<file path="src/rtl/lowtog_pkg.sv">
package lowtog_pkg;

    // Coding applied to one transfer; the same codes travel on the mode lines.
    typedef enum logic [1:0] {
        MODE_PLAIN  = 2'd0,
        MODE_SIGNED = 2'd1,
        MODE_SEQ    = 2'd2,
        MODE_PAT    = 2'd3
    } lt_mode_e;

endpackage

</file>
<file path="src/rtl/lowtog_successor.sv">
// Expected next word of a freeze-coded stream.
module lowtog_successor #(
    parameter int W        = 32,
    parameter int PAT_LAST = 10
) (
    input  logic [W-1:0] cur,
    input  logic [1:0]   mode,
    output logic [W-1:0] nxt
);
    import lowtog_pkg::*;

    localparam logic [W-1:0] LAST_WORD = W'(PAT_LAST);
    localparam logic [W-1:0] ONE_WORD  = W'(1);

    always_comb begin
        if (lt_mode_e'(mode) == MODE_PAT && cur == LAST_WORD) begin
            nxt = '0;
        end else begin
            nxt = cur + ONE_WORD;
        end
    end
endmodule

</file>
<file path="src/rtl/lowtog_fold.sv">
// Sign-controlled polarity fold; applying it twice gives the input back.
module lowtog_fold #(
    parameter int W = 32
) (
    input  logic [W-1:0] din,
    output logic [W-1:0] dout
);
    localparam int LOW_W = W - 1;

    logic [LOW_W-1:0] mask;

    always_comb begin
        mask = {LOW_W{din[W-1]}};
        dout = {din[W-1], din[LOW_W-1:0] ^ mask};
    end
endmodule

</file>
<file path="src/rtl/lowtog_enc.sv">
// Transmitter: picks the coding of each word and drives the bus lines.
module lowtog_enc #(
    parameter int W        = 32,
    parameter int PAT_LAST = 10
) (
    input  logic         clk,
    input  logic         rst_n,
    input  logic         in_valid,
    input  logic [1:0]   in_mode,
    input  logic [W-1:0] in_data,
    output logic         bus_valid,
    output logic         bus_step,
    output logic [1:0]   bus_mode,
    output logic [W-1:0] bus_data,
    output logic [W-1:0] last_word
);
    import lowtog_pkg::*;

    // State names the kind of the last transfer; FRESH means none since reset.
    typedef enum logic [1:0] {
        E_FRESH = 2'd0,
        E_RAW   = 2'd1,
        E_INV   = 2'd2,
        E_HOLD  = 2'd3
    } enc_state_e;

    enc_state_e state_q, state_d;
    logic [W-1:0] lines_q, lines_d;
    logic [W-1:0] prev_q, prev_d;
    lt_mode_e     mode_q, mode_d;
    logic         valid_q;

    logic [W-1:0] succ_word;
    logic [W-1:0] folded_word;

    lowtog_successor #(.W(W), .PAT_LAST(PAT_LAST)) i_succ (
        .cur  (prev_q),
        .mode (in_mode),
        .nxt  (succ_word)
    );

    lowtog_fold #(.W(W)) i_fold (
        .din  (in_data),
        .dout (folded_word)
    );

    // Next-state and next-lines decision.
    always_comb begin
        state_d = state_q;
        lines_d = lines_q;
        prev_d  = prev_q;
        mode_d  = mode_q;
        if (in_valid) begin
            prev_d = in_data;
            unique case (state_q)
                E_FRESH: begin
                    state_d = E_RAW;
                    lines_d = in_data;
                    mode_d  = MODE_PLAIN;
                end
                E_RAW, E_INV, E_HOLD: begin
                    mode_d = lt_mode_e'(in_mode);
                    unique case (lt_mode_e'(in_mode))
                        MODE_PLAIN: begin
                            state_d = E_RAW;
                            lines_d = in_data;
                        end
                        MODE_SIGNED: begin
                            state_d = in_data[W-1] ? E_INV : E_RAW;
                            lines_d = folded_word;
                        end
                        MODE_SEQ, MODE_PAT: begin
                            if (in_data == succ_word) begin
                                state_d = E_HOLD;
                            end else begin
                                state_d = E_RAW;
                                lines_d = in_data;
                            end
                        end
                    endcase
                end
            endcase
        end
    end

    // State register.
    always_ff @(posedge clk or negedge rst_n) begin
        if (!rst_n) begin
            state_q <= E_FRESH;
            lines_q <= '0;
            prev_q  <= '0;
            mode_q  <= MODE_PLAIN;
            valid_q <= 1'b0;
        end else begin
            state_q <= state_d;
            lines_q <= lines_d;
            prev_q  <= prev_d;
            mode_q  <= mode_d;
            valid_q <= in_valid;
        end
    end

    // Outputs from the registered state.
    always_comb begin
        bus_valid = valid_q;
        bus_data  = lines_q;
        bus_mode  = mode_q;
        last_word = prev_q;
        unique case (state_q)
            E_HOLD:                 bus_step = 1'b1;
            E_FRESH, E_RAW, E_INV:  bus_step = 1'b0;
        endcase
    end
endmodule

</file>
<file path="src/rtl/lowtog_dec.sv">
// Receiver: rebuilds each word from the bus and its own last copy.
module lowtog_dec #(
    parameter int W        = 32,
    parameter int PAT_LAST = 10
) (
    input  logic         clk,
    input  logic         rst_n,
    input  logic         bus_valid,
    input  logic         bus_step,
    input  logic [1:0]   bus_mode,
    input  logic [W-1:0] bus_data,
    output logic         out_valid,
    output logic [W-1:0] out_data
);
    import lowtog_pkg::*;

    typedef enum logic {
        D_EMPTY = 1'b0,
        D_LIVE  = 1'b1
    } dec_state_e;

    dec_state_e   state_q, state_d;
    logic [W-1:0] word_q, word_d;
    logic         valid_q;

    logic [W-1:0] succ_word;
    logic [W-1:0] unfolded_word;

    lowtog_successor #(.W(W), .PAT_LAST(PAT_LAST)) i_succ (
        .cur  (word_q),
        .mode (bus_mode),
        .nxt  (succ_word)
    );

    lowtog_fold #(.W(W)) i_unfold (
        .din  (bus_data),
        .dout (unfolded_word)
    );

    always_comb begin
        state_d = state_q;
        word_d  = word_q;
        if (bus_valid) begin
            unique case (state_q)
                D_EMPTY: begin
                    state_d = D_LIVE;
                    word_d  = bus_data;
                end
                D_LIVE: begin
                    if (bus_step) begin
                        word_d = succ_word;
                    end else if (lt_mode_e'(bus_mode) == MODE_SIGNED) begin
                        word_d = unfolded_word;
                    end else begin
                        word_d = bus_data;
                    end
                end
            endcase
        end
    end

    always_ff @(posedge clk or negedge rst_n) begin
        if (!rst_n) begin
            state_q <= D_EMPTY;
            word_q  <= '0;
            valid_q <= 1'b0;
        end else begin
            state_q <= state_d;
            word_q  <= word_d;
            valid_q <= bus_valid;
        end
    end

    always_comb begin
        out_valid = valid_q;
        out_data  = word_q;
    end
endmodule

</file>
<file path="src/rtl/lowtog_meter.sv">
// Toggle meter: coded data lines against the plain word stream.
module lowtog_meter #(
    parameter int W     = 32,
    parameter int CNT_W = 32
) (
    input  logic             clk,
    input  logic             rst_n,
    input  logic [W-1:0]     coded_lines,
    input  logic [W-1:0]     plain_word,
    output logic [CNT_W-1:0] toggles_coded,
    output logic [CNT_W-1:0] toggles_plain
);
    logic [W-1:0]     coded_last_q;
    logic [W-1:0]     plain_last_q;
    logic [CNT_W-1:0] coded_cnt_q;
    logic [CNT_W-1:0] plain_cnt_q;
    logic [CNT_W-1:0] coded_flips;
    logic [CNT_W-1:0] plain_flips;

    function automatic logic [CNT_W-1:0] flips(input logic [W-1:0] a, input logic [W-1:0] b);
        logic [CNT_W-1:0] sum;
        logic [W-1:0]     diff;
        sum  = '0;
        diff = a ^ b;
        for (int i = 0; i < W; i++) begin
            sum = sum + {{(CNT_W-1){1'b0}}, diff[i]};
        end
        return sum;
    endfunction

    always_comb begin
        coded_flips = flips(coded_lines, coded_last_q);
        plain_flips = flips(plain_word, plain_last_q);
    end

    always_ff @(posedge clk or negedge rst_n) begin
        if (!rst_n) begin
            coded_last_q <= '0;
            plain_last_q <= '0;
            coded_cnt_q  <= '0;
            plain_cnt_q  <= '0;
        end else begin
            coded_last_q <= coded_lines;
            plain_last_q <= plain_word;
            coded_cnt_q  <= coded_cnt_q + coded_flips;
            plain_cnt_q  <= plain_cnt_q + plain_flips;
        end
    end

    always_comb begin
        toggles_coded = coded_cnt_q;
        toggles_plain = plain_cnt_q;
    end
endmodule

</file>
<file path="src/rtl/lowtog_link.sv">
// Top: transmitter, receiver and toggle meter on one bus.
module lowtog_link #(
    parameter int W        = 32,
    parameter int PAT_LAST = 10,
    parameter int CNT_W    = 32
) (
    input  logic             clk,
    input  logic             rst_n,
    input  logic             in_valid,
    input  logic [1:0]       in_mode,
    input  logic [W-1:0]     in_data,
    output logic             bus_valid,
    output logic             bus_step,
    output logic [1:0]       bus_mode,
    output logic [W-1:0]     bus_data,
    output logic             out_valid,
    output logic [W-1:0]     out_data,
    output logic [CNT_W-1:0] toggles_coded,
    output logic [CNT_W-1:0] toggles_plain
);
    logic [W-1:0] last_word;

    lowtog_enc #(.W(W), .PAT_LAST(PAT_LAST)) i_enc (
        .clk       (clk),
        .rst_n     (rst_n),
        .in_valid  (in_valid),
        .in_mode   (in_mode),
        .in_data   (in_data),
        .bus_valid (bus_valid),
        .bus_step  (bus_step),
        .bus_mode  (bus_mode),
        .bus_data  (bus_data),
        .last_word (last_word)
    );

    lowtog_dec #(.W(W), .PAT_LAST(PAT_LAST)) i_dec (
        .clk       (clk),
        .rst_n     (rst_n),
        .bus_valid (bus_valid),
        .bus_step  (bus_step),
        .bus_mode  (bus_mode),
        .bus_data  (bus_data),
        .out_valid (out_valid),
        .out_data  (out_data)
    );

    lowtog_meter #(.W(W), .CNT_W(CNT_W)) i_meter (
        .clk           (clk),
        .rst_n         (rst_n),
        .coded_lines   (bus_data),
        .plain_word    (last_word),
        .toggles_coded (toggles_coded),
        .toggles_plain (toggles_plain)
    );
endmodule

</file>
<file path="config.mk">
export PLATFORM = sky130hd
export DESIGN_NAME = lowtog_link
export DESIGN_NICKNAME = d
export VERILOG_FILES = /design/src/rtl/lowtog_pkg.sv /design/src/rtl/lowtog_successor.sv /design/src/rtl/lowtog_fold.sv /design/src/rtl/lowtog_enc.sv /design/src/rtl/lowtog_dec.sv /design/src/rtl/lowtog_meter.sv /design/src/rtl/lowtog_link.sv
export SDC_FILE = /design/constraint.sdc
export NUM_CORES = 1
export LEC_CHECK = 0
export BUFFER_PORTS_ARGS = -buffer_cell sky130_fd_sc_hd__buf_2
export CAP_MARGIN = 20
export CELL_PAD_IN_SITES_DETAIL_PLACEMENT = 0
export CELL_PAD_IN_SITES_GLOBAL_PLACEMENT = 1
export CORE_UTILIZATION = 50
export CTS_BUF_LIST = sky130_fd_sc_hd__clkbuf_8 sky130_fd_sc_hd__clkbuf_16
export DETAILED_ROUTE_END_ITERATION = 10
export PLACE_DENSITY_LB_ADDON = 0.1
export SYNTH_ARGS = -nofsm -noshare
export SYNTH_HDL_FRONTEND = slang
export SYNTH_SLANG_ARGS = --single-unit
</file>
<file path="constraint.sdc">
create_clock -name clk -period 10.9 [get_ports clk]
set_clock_uncertainty 0.1 [all_clocks]
set_input_delay 1.09 -clock clk [delete_from_list [all_inputs] [get_ports clk]]
set_output_delay 1.09 -clock clk [all_outputs]
set_load 0.05 [all_outputs]
</file>
==> flow_summary.toml <==
[layout]
drive_gt1_share_pct = 20.96
layout_commonest_cell = "dfrtp_1"
num_antenna_cells = 0
syn2layout_area_growth_pct = 13.85
final_cell_mix = "dfrtp_1, buf_2, xor2_1"
post-route-util_pct = 57.89
nNetsFinal = 1546
finalNonFillerCells = 1763

[floorplan]
die_area_sq_um = 28070
placeableCoreArea_sq_um = 26950
die_y_um = 167.6
die_w_um = 167.6
start_util_pct = 50.84
io-pin-count = 170
rows = 60

[detailed_routing]
vias = 9830
via_per_inst = 5.576
routedWlPerCell_um = 19.19
dr.pass1.iters = 6
routed_wl_um = 33840
drc = 0
drt_iter0_drc = 633
drtAntennaViolNets = 0

[run_status]
status = "finished clean"

[logic_synthesis]
syn-cell-area_sq_um = 13700
synth_nets = 1399
ys_ff_latch = 231
synth-simple-area-share_pct = 12.61
ys_seq_area_share_pct = 42.18
synth_adder_area_share_pct = 12.05
synthXorXnorAreaFrac_pct = 13.96
muxShareOfSynthArea_pct = 6.282
ys_warn_count = 0
synth_top_family_by_area = "XOR/XNOR gates"
avgSynthCellArea_sq_um = 10.88
synth_cell_types = 68
synth_flop_cell = "dfrtp_1"
synth_compound_area_share_pct = 8.766
synthCells = 1260
async_flop_share_pct = 100.0
synth_edf_count = 0

[clocking]
ctsResizeCount = 0
cts_setup_buffers = 0
root_buffer = "clkbuf_16"
cts_tree = "done"
clockBufferDepth = 3
clkTransAtPathRegs_ps = 60
numCtsBuffers = 27
clkSinkCount = 231
clk_latency_ps = 540
holdBufCountCts = 0
cts-htree-levels = 1

[setup_path]
r2r_slack_ps = 3760
startpoint_type = "flop"
cp-endpoint = "i_meter.toggles_plain[24]"
r2r-end = "i_meter.toggles_plain[24]"
crit_start = "i_enc.last_word[0]"
worstSetupEndpointType = "flop"
cp.required_ps = 11200
reg2reg_depth = 20
cp_data_arrival_time_ps = 7440
rr_startpoint = "i_enc.last_word[0]"
critical_path_class = "reg -> reg"
worstPathMaxFanout = 12

[sta]
fin_tns_setup_ps = 0
timing.final.crit_share_pct = 65.48
rsz0062_at_grt = "false"
final_max_slew_viol_count = 0
finalSetupViolCount = 0
relSlewSlack_pct = 28.93
worstMarginPinSlew_ps = 1066
timing.final.hold_violations = 0
holdWs_ps = 360.4
period_minus_slack_ps = 7137
max_freq_ghz = 0.1401

[grt]
antenna_found_initial = 0
grt_start_max_net_pins = 98
globalRouteTotalUtil_pct = 24.42
grt_pass1_vias = 9526
grt_pass1_wl_um = 53850
overflow = 0

[placement]
gp_congestion = 0.8583
dp_cells = 1717
portBuffers = 169
dpl.hpwl_um = 24650

[run]
max_cap_viol_count = 0

[worst_hold_path]
hold_path_class = "reg -> reg"
state kept, by name (all words and copies together), names as in the netlist:
signal,count
i_dec.out_data,32
i_dec.out_valid,1
i_dec.state_q,1
i_enc.bus_data,32
i_enc.bus_mode,2
i_enc.bus_valid,1
i_enc.last_word,32
i_enc.state_q,2
i_meter.coded_last_q,32
i_meter.plain_last_q,32
i_meter.toggles_coded,32
i_meter.toggles_plain,32
synthesized netlist by cell type (all sizes together) (17+ instances only):
cell,n,area (sq um)
o21ai,49,245.2
nor4,32,206.5
clkbuf,43,162.7
buf,17,120.1
nand2,70,265.3
nand3,46,230.2
nor3,30,150.1
xnor2,92,813.3
ha,52,650.6
fa,50,1001
mux2,62,810.8
xor2,123,1077
inv,74,277.8
nand4,20,155.2
dfrtp,231,5781
nor2,67,251.5
a21oi,31,155.2
final cells by class:
cell class,count,area (sq um)
Fill cell,2358,11350
Clock inverter,11,47.55
Clock buffer,33,758.2
Inverter,76,285.3
Tap cell,341,426.7
Sequential cell,231,5781
Timing Repair Buffer,178,943.4
Multi-Input combinational cell,893,7360
kinds of logic after synthesis:
| family | Yosys count |
|---|---|
| and+or+nand+nor | 329 |
| DFF | 231 |
| xor gates and xnor gates | 216 |
| AOI/OAI and AO/OA | 179 |
| buffers and inverters | 136 |
| adders and majority gates | 102 |
| muxes | 67 |
metal layers:
layer	track usage [%]	vias up	wire length, um
met5	0	-	0
met4	5.185	0	667
met3	2.553	43	1416
met2	39.22	233	15950
met1	35.86	4904	15810
li1	-	4650	-
critical path, cell delays in order, from the launching register on:
cell	delay (ps)
dfrtp_1	480
xor2_1	190
ha_1	330
fa_1	530
fa_1	540
fa_1	520
fa_1	560
inv_1	60
fa_1	500
fa_1	540
inv_1	40
ha_1	210
fa_1	400
a21o_1	190
a21oi_1	220
o21bai_1	90
a21oi_1	240
o21bai_1	90
a21oi_1	790
nor4_1	180
xor2_1	190
through the flow:
stage	cell area, sq um	setup slack, ps
global route	15600	3281
CTS	15570	3700
floorplan	13700	4251
global placement	14760	3762
finish	15600	3763
detailed placement	14760	3749
worst min path at each step:
stage | start | end | slack [ps] | cells after the start
3_5_place_dp | i_meter.toggles_coded[31] | i_meter.toggles_coded[31] | 360 | 1
4_1_cts | i_meter.toggles_coded[31] | i_meter.toggles_coded[31] | 370 | 1
6_report | i_meter.toggles_coded[31] | i_meter.toggles_coded[31] | 360 | 1
2_1_floorplan | i_enc.last_word[15] | i_meter.plain_last_q[15] | 250 | 0
5_1_grt | i_meter.toggles_plain[31] | i_meter.toggles_plain[31] | 390 | 1
3_3_place_gp | i_meter.toggles_plain[31] | i_meter.toggles_plain[31] | 350 | 1
Power is not shown: default switching activity piles up to over one toggle a cycle in this logic, so the estimate is an artifact.
